File: src/rtl/ilk_pkg.sv
package ilk_pkg;
    localparam int LATER_STAGES = 3;
    localparam int NUM_SRC      = 2;
    localparam int STG_EX       = 0;
    localparam int STG_MEM      = 1;
    localparam int STG_WB       = 2;

    typedef enum logic {
        ACT_FLOW = 1'b0,
        ACT_HOLD = 1'b1
    } dec_act_e;
endpackage

File: src/rtl/ilk_src_match.sv
module ilk_src_match #(
    parameter int AW   = 5,
    parameter int NSTG = 3
) (
    input  logic [AW-1:0]      src,
    input  logic               src_use,
    input  logic [NSTG*AW-1:0] dst_flat,
    input  logic [NSTG-1:0]    wr_vec,
    output logic               hit
);
    logic [NSTG-1:0] per_stage;

    generate
        for (genvar g = 0; g < NSTG; g++) begin : g_cmp
            assign per_stage[g] = wr_vec[g] && (dst_flat[g*AW +: AW] == src);
        end
    endgenerate

    // register 0 is never a real dependence
    assign hit = src_use && (src != '0) && (|per_stage);
endmodule

File: src/rtl/ilk_detect.sv
module ilk_detect #(
    parameter int AW   = 5,
    parameter int NSTG = 3,
    parameter int NSRC = 2
) (
    input  logic               slot_vld,
    input  logic [NSRC*AW-1:0] src_flat,
    input  logic [NSRC-1:0]    use_vec,
    input  logic [NSTG*AW-1:0] dst_flat,
    input  logic [NSTG-1:0]    wr_vec,
    output logic               stall
);
    logic [NSRC-1:0] src_hit;

    generate
        for (genvar k = 0; k < NSRC; k++) begin : g_src
            ilk_src_match #(.AW(AW), .NSTG(NSTG)) u_match (
                .src      (src_flat[k*AW +: AW]),
                .src_use  (use_vec[k]),
                .dst_flat (dst_flat),
                .wr_vec   (wr_vec),
                .hit      (src_hit[k])
            );
        end
    endgenerate

    assign stall = slot_vld && (|src_hit);
endmodule

File: src/rtl/ilk_pipe.sv
module ilk_pipe #(
    parameter int AW   = 5,
    parameter int NSTG = 3
) (
    input  logic               clk,
    input  logic               rst_n,
    input  logic               stall,
    input  logic               fetch_vld,
    input  logic [AW-1:0]      fetch_rs,
    input  logic               fetch_rs_use,
    input  logic [AW-1:0]      fetch_rt,
    input  logic               fetch_rt_use,
    input  logic               fetch_wr,
    input  logic [AW-1:0]      fetch_dst,
    output logic               dec_vld,
    output logic [AW-1:0]      dec_rs,
    output logic               dec_rs_use,
    output logic [AW-1:0]      dec_rt,
    output logic               dec_rt_use,
    output logic               dec_wr,
    output logic [AW-1:0]      dec_dst,
    output logic [NSTG-1:0]    stg_vld,
    output logic [NSTG-1:0]    stg_wr,
    output logic [NSTG*AW-1:0] stg_dst
);
    import ilk_pkg::*;

    dec_act_e    act;
    logic        ins_vld;
    logic        ins_wr;
    logic [AW-1:0] ins_dst;

    assign act = stall ? ACT_HOLD : ACT_FLOW;

    // decode register: loads on FLOW, keeps its instruction on HOLD
    always_ff @(posedge clk or negedge rst_n) begin
        if (!rst_n) begin
            dec_vld    <= 1'b0;
            dec_rs     <= '0;
            dec_rs_use <= 1'b0;
            dec_rt     <= '0;
            dec_rt_use <= 1'b0;
            dec_wr     <= 1'b0;
            dec_dst    <= '0;
        end else begin
            unique case (act)
                ACT_FLOW: begin
                    dec_vld    <= fetch_vld;
                    dec_rs     <= fetch_rs;
                    dec_rs_use <= fetch_rs_use;
                    dec_rt     <= fetch_rt;
                    dec_rt_use <= fetch_rt_use;
                    dec_wr     <= fetch_wr;
                    dec_dst    <= fetch_dst;
                end
                ACT_HOLD: begin
                    dec_vld    <= dec_vld;
                    dec_rs     <= dec_rs;
                    dec_rs_use <= dec_rs_use;
                    dec_rt     <= dec_rt;
                    dec_rt_use <= dec_rt_use;
                    dec_wr     <= dec_wr;
                    dec_dst    <= dec_dst;
                end
                default: begin
                    dec_vld    <= 1'b0;
                    dec_rs     <= '0;
                    dec_rs_use <= 1'b0;
                    dec_rt     <= '0;
                    dec_rt_use <= 1'b0;
                    dec_wr     <= 1'b0;
                    dec_dst    <= '0;
                end
            endcase
        end
    end

    // what enters execute: the decode instruction, or a bubble that writes nothing
    always_comb begin
        unique case (act)
            ACT_FLOW: begin
                ins_vld = dec_vld;
                ins_wr  = dec_vld && dec_wr;
                ins_dst = dec_dst;
            end
            ACT_HOLD: begin
                ins_vld = 1'b0;
                ins_wr  = 1'b0;
                ins_dst = '0;
            end
            default: begin
                ins_vld = 1'b0;
                ins_wr  = 1'b0;
                ins_dst = '0;
            end
        endcase
    end

    // later stages never stop
    always_ff @(posedge clk or negedge rst_n) begin
        if (!rst_n) begin
            stg_vld <= '0;
            stg_wr  <= '0;
            stg_dst <= '0;
        end else begin
            stg_vld[0]        <= ins_vld;
            stg_wr[0]         <= ins_wr;
            stg_dst[0 +: AW]  <= ins_dst;
            for (int g = 1; g < NSTG; g++) begin
                stg_vld[g]        <= stg_vld[g-1];
                stg_wr[g]         <= stg_wr[g-1];
                stg_dst[g*AW +: AW] <= stg_dst[(g-1)*AW +: AW];
            end
        end
    end
endmodule

File: src/rtl/raw_interlock.sv
module raw_interlock #(
    parameter int REG_W = 5
) (
    input  logic             clk,
    input  logic             rst_n,
    input  logic             fetch_vld,
    input  logic [REG_W-1:0] fetch_rs,
    input  logic             fetch_rs_use,
    input  logic [REG_W-1:0] fetch_rt,
    input  logic             fetch_rt_use,
    input  logic             fetch_wr,
    input  logic [REG_W-1:0] fetch_dst,
    output logic             stall,
    output logic             ex_vld,
    output logic             ex_wr,
    output logic [REG_W-1:0] ex_dst,
    output logic             wb_vld,
    output logic             wb_wr,
    output logic [REG_W-1:0] wb_dst
);
    import ilk_pkg::*;

    localparam int NSTG = LATER_STAGES;

    logic             dec_vld;
    logic [REG_W-1:0] dec_rs;
    logic             dec_rs_use;
    logic [REG_W-1:0] dec_rt;
    logic             dec_rt_use;
    logic             dec_wr;
    logic [REG_W-1:0] dec_dst;
    logic [NSTG-1:0]       stg_vld;
    logic [NSTG-1:0]       stg_wr;
    logic [NSTG*REG_W-1:0] stg_dst;
    logic             mem_vld;
    logic             mem_wr;
    logic [REG_W-1:0] mem_dst;

    ilk_pipe #(.AW(REG_W), .NSTG(NSTG)) u_pipe (
        .clk          (clk),
        .rst_n        (rst_n),
        .stall        (stall),
        .fetch_vld    (fetch_vld),
        .fetch_rs     (fetch_rs),
        .fetch_rs_use (fetch_rs_use),
        .fetch_rt     (fetch_rt),
        .fetch_rt_use (fetch_rt_use),
        .fetch_wr     (fetch_wr),
        .fetch_dst    (fetch_dst),
        .dec_vld      (dec_vld),
        .dec_rs       (dec_rs),
        .dec_rs_use   (dec_rs_use),
        .dec_rt       (dec_rt),
        .dec_rt_use   (dec_rt_use),
        .dec_wr       (dec_wr),
        .dec_dst      (dec_dst),
        .stg_vld      (stg_vld),
        .stg_wr       (stg_wr),
        .stg_dst      (stg_dst)
    );

    ilk_detect #(.AW(REG_W), .NSTG(NSTG), .NSRC(NUM_SRC)) u_det (
        .slot_vld (dec_vld),
        .src_flat ({dec_rt, dec_rs}),
        .use_vec  ({dec_rt_use, dec_rs_use}),
        .dst_flat (stg_dst),
        .wr_vec   (stg_wr),
        .stall    (stall)
    );

    assign ex_vld  = stg_vld[STG_EX];
    assign ex_wr   = stg_wr[STG_EX];
    assign ex_dst  = stg_dst[STG_EX*REG_W +: REG_W];
    assign mem_vld = stg_vld[STG_MEM];
    assign mem_wr  = stg_wr[STG_MEM];
    assign mem_dst = stg_dst[STG_MEM*REG_W +: REG_W];
    assign wb_vld  = stg_vld[STG_WB];
    assign wb_wr   = stg_wr[STG_WB];
    assign wb_dst  = stg_dst[STG_WB*REG_W +: REG_W];
endmodule

File: config.mk
export PLATFORM = sky130hd
export DESIGN_NAME = raw_interlock
export DESIGN_NICKNAME = d
export VERILOG_FILES = /design/src/rtl/ilk_pkg.sv /design/src/rtl/ilk_src_match.sv /design/src/rtl/ilk_detect.sv /design/src/rtl/ilk_pipe.sv /design/src/rtl/raw_interlock.sv
export SDC_FILE = /design/constraint.sdc
export NUM_CORES = 1
export LEC_CHECK = 0
export BUFFER_PORTS_ARGS = -buffer_cell sky130_fd_sc_hd__buf_4
export CAP_MARGIN = 20
export CORE_ASPECT_RATIO = 1.1
export CORE_MARGIN = 5
export CORE_UTILIZATION = 57
export CTS_CLUSTER_DIAMETER = 150
export DETAILED_ROUTE_END_ITERATION = 16
export PLACE_DENSITY = 0.88
export SLEW_MARGIN = 30
export SYNTH_ARGS = -nofsm -noshare
export SYNTH_HDL_FRONTEND = slang
export SYNTH_HIERARCHICAL = 1
export SYNTH_SLANG_ARGS = --single-unit
File: constraint.sdc
create_clock -name clk -period 3.25 [get_ports clk]
set_input_delay 0.65 -clock clk [delete_from_list [all_inputs] [get_ports clk]]
set_output_delay 0.65 -clock clk [all_outputs]
set_load 0.01 [all_outputs]
# Yosys cells after proc, flatten, opt, wreduce, memory -nomap -nowiden
# Index checks and enable logic that the tools add are counted.
# Widths: inputs -> output; s select.
# totals
ff_bits	40
inputBits	21
output_inout_bits	15
elab_cells	45
# op_classes
eq_ne	6
muxes	11
n_bitwise	1
reduce_logical	17
# ops
cell	n
$eq 5x5->1	6
$mux 5	3
$logic_and 1x1->1	12
$pmux 5 s2	1
$reduce_bool 5->1	2
$reduce_or 3->1	2
$mux 1	5
$pmux 1 s2	2
$reduce_or 2->1	1
$not 1->1	1

# Longest topological paths before layout
# logic_depth
depth_word	9
ltp_mapped	8

# Hierarchy
# The synthesis kept the hierarchy.
# by_module_without_submodules
mod	n_inst	cells_per_inst	area_per_inst_um2
ilk_pipe	1	69	1352.5
ilk_src_match	2	24	190.2
ilk_detect	1	1	7.5

# Least setup slack after synthesis
# Ideal clock, no wire load.
# synth_path
path_type	register -> register
start	reg u_pipe.dec_rt[0]
end	reg u_pipe.dec_dst[0]
arrival_ns	1.919
required_time_ns	3.125
path_slack_ns	1.205
stages_incl_launch_ff	8
n_path_buf	2
period_less_slack_ns	2.045
path_cell_list	dfrtp_1 > or4_1 > o21ai_0 > a31oi_1 > o21a_1 > buf_6 > buf_12 > mux2_4
# synth_between
elab_chain_cells	7
word_cells_on_any_way	13
cone_classes	eq/ne (3); mux (1); reduce/logical (9)
# synth_rtl
item	line_no	source
start: declaration	ilk_pipe.sv:18	output logic [AW-1:0] dec_rt,
start signal: assignment	ilk_pipe.sv:51	dec_rt <= fetch_rt;
start signal: assignment	ilk_pipe.sv:60	dec_rt <= dec_rt;
$eq 5x5->1	ilk_src_match.sv:15	assign per_stage[g] = wr_vec[g] && (dst_flat[g*AW +: AW] == src);
$logic_and 1x1->1	ilk_src_match.sv:15	
$reduce_or 3->1	ilk_src_match.sv:20	assign hit = src_use && (src != '0) && (|per_stage);
$logic_and 1x1->1 *	ilk_src_match.sv:20	
named net u_det.src_hit[1]	ilk_detect.sv:13	logic [NSRC-1:0] src_hit;
$reduce_or 2->1 *	ilk_detect.sv:27	assign stall = slot_vld && (|src_hit);
$logic_and 1x1->1 *	ilk_detect.sv:27	
named net stall	raw_interlock.sv:13	output logic stall,
$mux 1 *	ilk_pipe.sv:33	assign act = stall ? ACT_HOLD : ACT_FLOW;
end signal: assignment	ilk_pipe.sv:54	dec_dst <= fetch_dst;
end signal: assignment	ilk_pipe.sv:63	dec_dst <= dec_dst;
end: declaration	ilk_pipe.sv:21	output logic [AW-1:0] dec_dst,
# The timed path passes the listed nets; every way through them passes the cells marked *.
# A chain may end at the register's enable or synchronous reset.

# Final worst setup path
# layout_path
start	reg u_pipe.dec_rt[1]
end	out stall
# layout_between
elab_chain_cells	6
word_cells_on_any_way	12
cone_classes	eq/ne (3); reduce/logical (9)
# layout_rtl
item	line_no
$eq 5x5->1	ilk_src_match.sv:15
$logic_and 1x1->1	ilk_src_match.sv:15
$reduce_or 3->1	ilk_src_match.sv:20
$logic_and 1x1->1 *	ilk_src_match.sv:20
named net u_det.src_hit[1]	ilk_detect.sv:13
$reduce_or 2->1 *	ilk_detect.sv:27
$logic_and 1x1->1 *	ilk_detect.sv:27
end: declaration	raw_interlock.sv:13
# Marks and branches as above.

==> results.json <==
{
  "outcome": "finished clean",
  "ios": 36,
  "synth.distinct_cells": 16,
  "syn_nets": 139,
  "netlist_area_mm2": 0.00174,
  "clock.fmax_mhz": 337,
  "via_per_inst": 5.40,
  "finalSetupTns_ns": 0,
  "cts_tree": "built",
  "path_clk_slew_ns": 0.11,
  "avgRoutedWirePerCell_um": 17.3,
  "core_area_mm2": 0.00300,
  "rows": 21,
  "grt-ovfl-total": 0,
  "cts.root.buffer_cell": "clkbuf_4",
  "initial_core_util_pct": 58.1,
  "post_cts_buffers": 0,
  "period_share_pct": 91.4,
  "holdWs_ns": 0.251,
  "drc_errors": 0,
  "hold_viol_final": 0,
  "die_x_um": 62.7,
  "dr.pass1.iters": 4,
  "dp_hpwl_um": 2540,
  "r2r_cells": 7,
  "min_period_ns": 2.97,
  "port_buffers": 35,
  "finalNetCount": 179,
  "synth_cells": 118,
  "antenna_found_initial": 0,
  "crit_fanout": 10,
  "peakVddDrop_uv": 360,
  "worst_pin_slew_ns": 0.481,
  "clock_sinks": 40,
  "grt_pass1_vias": 1182,
  "total_power_w": 0.000934,
  "insertion_delay_ns": 0.35,
  "powerDensity_mw_per_mm2": 452,
  "ys_seq_area_share_pct": 57.5,
  "rsz0062_at_grt": "no",
  "ctsResizeCount": 0,
  "required_ns": 2.60,
  "cts_max_level": 2,
  "setup_viol": 0,
  "chipHeight_um": 68.0,
  "wl_um": 3340,
  "r2r_start": "u_pipe/dec_rt[1]",
  "final_cell_mix": "40 x dfrtp_1, 36 x buf_4, 24 x xor2_1, 13 x mux2_4",
  "vias": 1042,
  "worstSetupStartpointType": "register",
  "cp-end-kind": "output port",
  "layout_commonest_cell": "dfrtp_1",
  "dieArea_mm2": 0.00426,
  "skew_ns": 0.0132,
  "r2r_slack_ns": 0.64,
  "ys_ff_latch": 40,
  "hold_path_class": "input pin to async pin",
  "drtIter0Drc": 29,
  "drv_cap": 0,
  "cts_buffers": 5,
  "rr_endpoint": "u_pipe/dec_rs[0]",
  "crit_arrival_ns": 2.32,
  "yosysWarnings": 6,
  "diodes": 0,
  "area_delta_synth_final_pct": 18.6,
  "drv_slew": 0,
  "final_util_pct": 68.9,
  "drive_gt1_share_pct": 39.6,
  "syn_area_per_cell_um2": 14.7,
  "path_class": "register to output port",
  "ctsHoldBuffers": 0,
  "grt_pass1_wl_um": 5600,
  "p_leak_nw": 0.936,
  "track_usage_pct": 17.4,
  "slew-limit-headroom_pct": 67.9,
  "cts_buffer_depth": 2,
  "gp_congestion": 0.966,
  "grt_start_max_net_pins": 41,
  "antenna_left": 0
}
==> report_power, final <==
group	leakage (nW)	switching (W)	internal [W]	total, W
registers	0.470	0.0000390	0.000529	0.000568
logic	0.436	0.0000513	0.0000741	0.000125
clock network	0.0295	0.000154	0.0000869	0.000241
==> through the flow <==
step	cell area [um2]	setup WS, ns	cells
global placement	2010	0.827	185
detailed placement	2010	0.660	185
global route	2060	0.143	193
floorplan	1740	1.21	118
finish	2060	0.279	193
CTS	2060	0.247	193
==> metal layers <==
metal | part of all wire (%) | routed length [um] | global-route usage (%) | up-vias
met5 | 0 | 0 | 0 | -
met4 | 2.2 | 73 | 7.43 | 0
met3 | 5.4 | 181 | 5.91 | 9
met2 | 50 | 1680 | 29.1 | 30
met1 | 42 | 1410 | 20.9 | 519
li1 | - | - | - | 484
==> critical path: stages (launching register included) <==
cell and delay [ns]:
dfrtp_1 0.48, xor2_1 0.22, nor4_2 0.34, nand3_1 0.12
a31oi_1 0.23, o21a_1 0.39, buf_4 0.20
==> cell usage after synthesis <==
cell	number	share of area, %
and3b_1	1	0.50
nor2b_1	6	2.2
xnor2_1	6	3.0
nor4_1	4	1.4
nor4_2	2	1.4
mux2_4	13	11
nand3_1	6	1.7
a31oi_1	2	0.72
or4_1	2	0.86
mux2_2	6	3.9
o21a_1	1	0.43
buf_6	2	1.3
buf_12	1	1.2
o21ai_0	2	0.58
dfrtp_1	40	58
xor2_1	24	12
==> logic make-up after synthesis <==
family	Yosys count	share of synthesized area, %
XOR/XNOR	30	15.1
AO/OA/AOI/OAI	5	1.73
buffers and inverters	3	2.44
AND/OR/NAND/NOR	21	8.12
flip-flops	40	57.5
multiplexers	19	15.1
==> layout make-up <==
| cell class | count | area, um2 |
|---|---|---|
| flip-flops and latches | 40 | 1000 |
| multi-input cells | 75 | 697 |
| repair buffers | 36 | 270 |
| well taps | 34 | 42.5 |
| clock inverters | 1 | 8.76 |
| fillers | 220 | 931 |
| clock buffers | 7 | 45.0 |
==> worst max path at each step <==
| stage | startpoint | endpoint | slack [ns] | cells past startpoint |
|---|---|---|---|---|
| after floorplan | u_pipe/dec_rt[0] | u_pipe/dec_dst[0] | 1.21 | 7 |
| after global placement | u_pipe/dec_rt[1] | stall | 0.83 | 6 |
| after detailed placement | u_pipe/dec_rt[1] | stall | 0.66 | 6 |
| after CTS | u_pipe/dec_rt[1] | stall | 0.25 | 6 |
| after global routing | u_pipe/dec_rt[1] | stall | 0.14 | 6 |
| final | u_pipe/dec_rt[1] | stall | 0.28 | 6 |
==> state kept, by name (all words and copies together), names as in the netlist <==
signal	count
u_pipe/stg_wr	3
u_pipe/stg_vld	3
u_pipe/dec_wr	1
u_pipe/dec_rs_use	1
u_pipe/dec_rs	5
u_pipe/dec_vld	1
u_pipe/stg_dst	15
u_pipe/dec_rt_use	1
u_pipe/dec_rt	5
u_pipe/dec_dst	5
No activity file was read; power rests on OpenSTA's default activity.
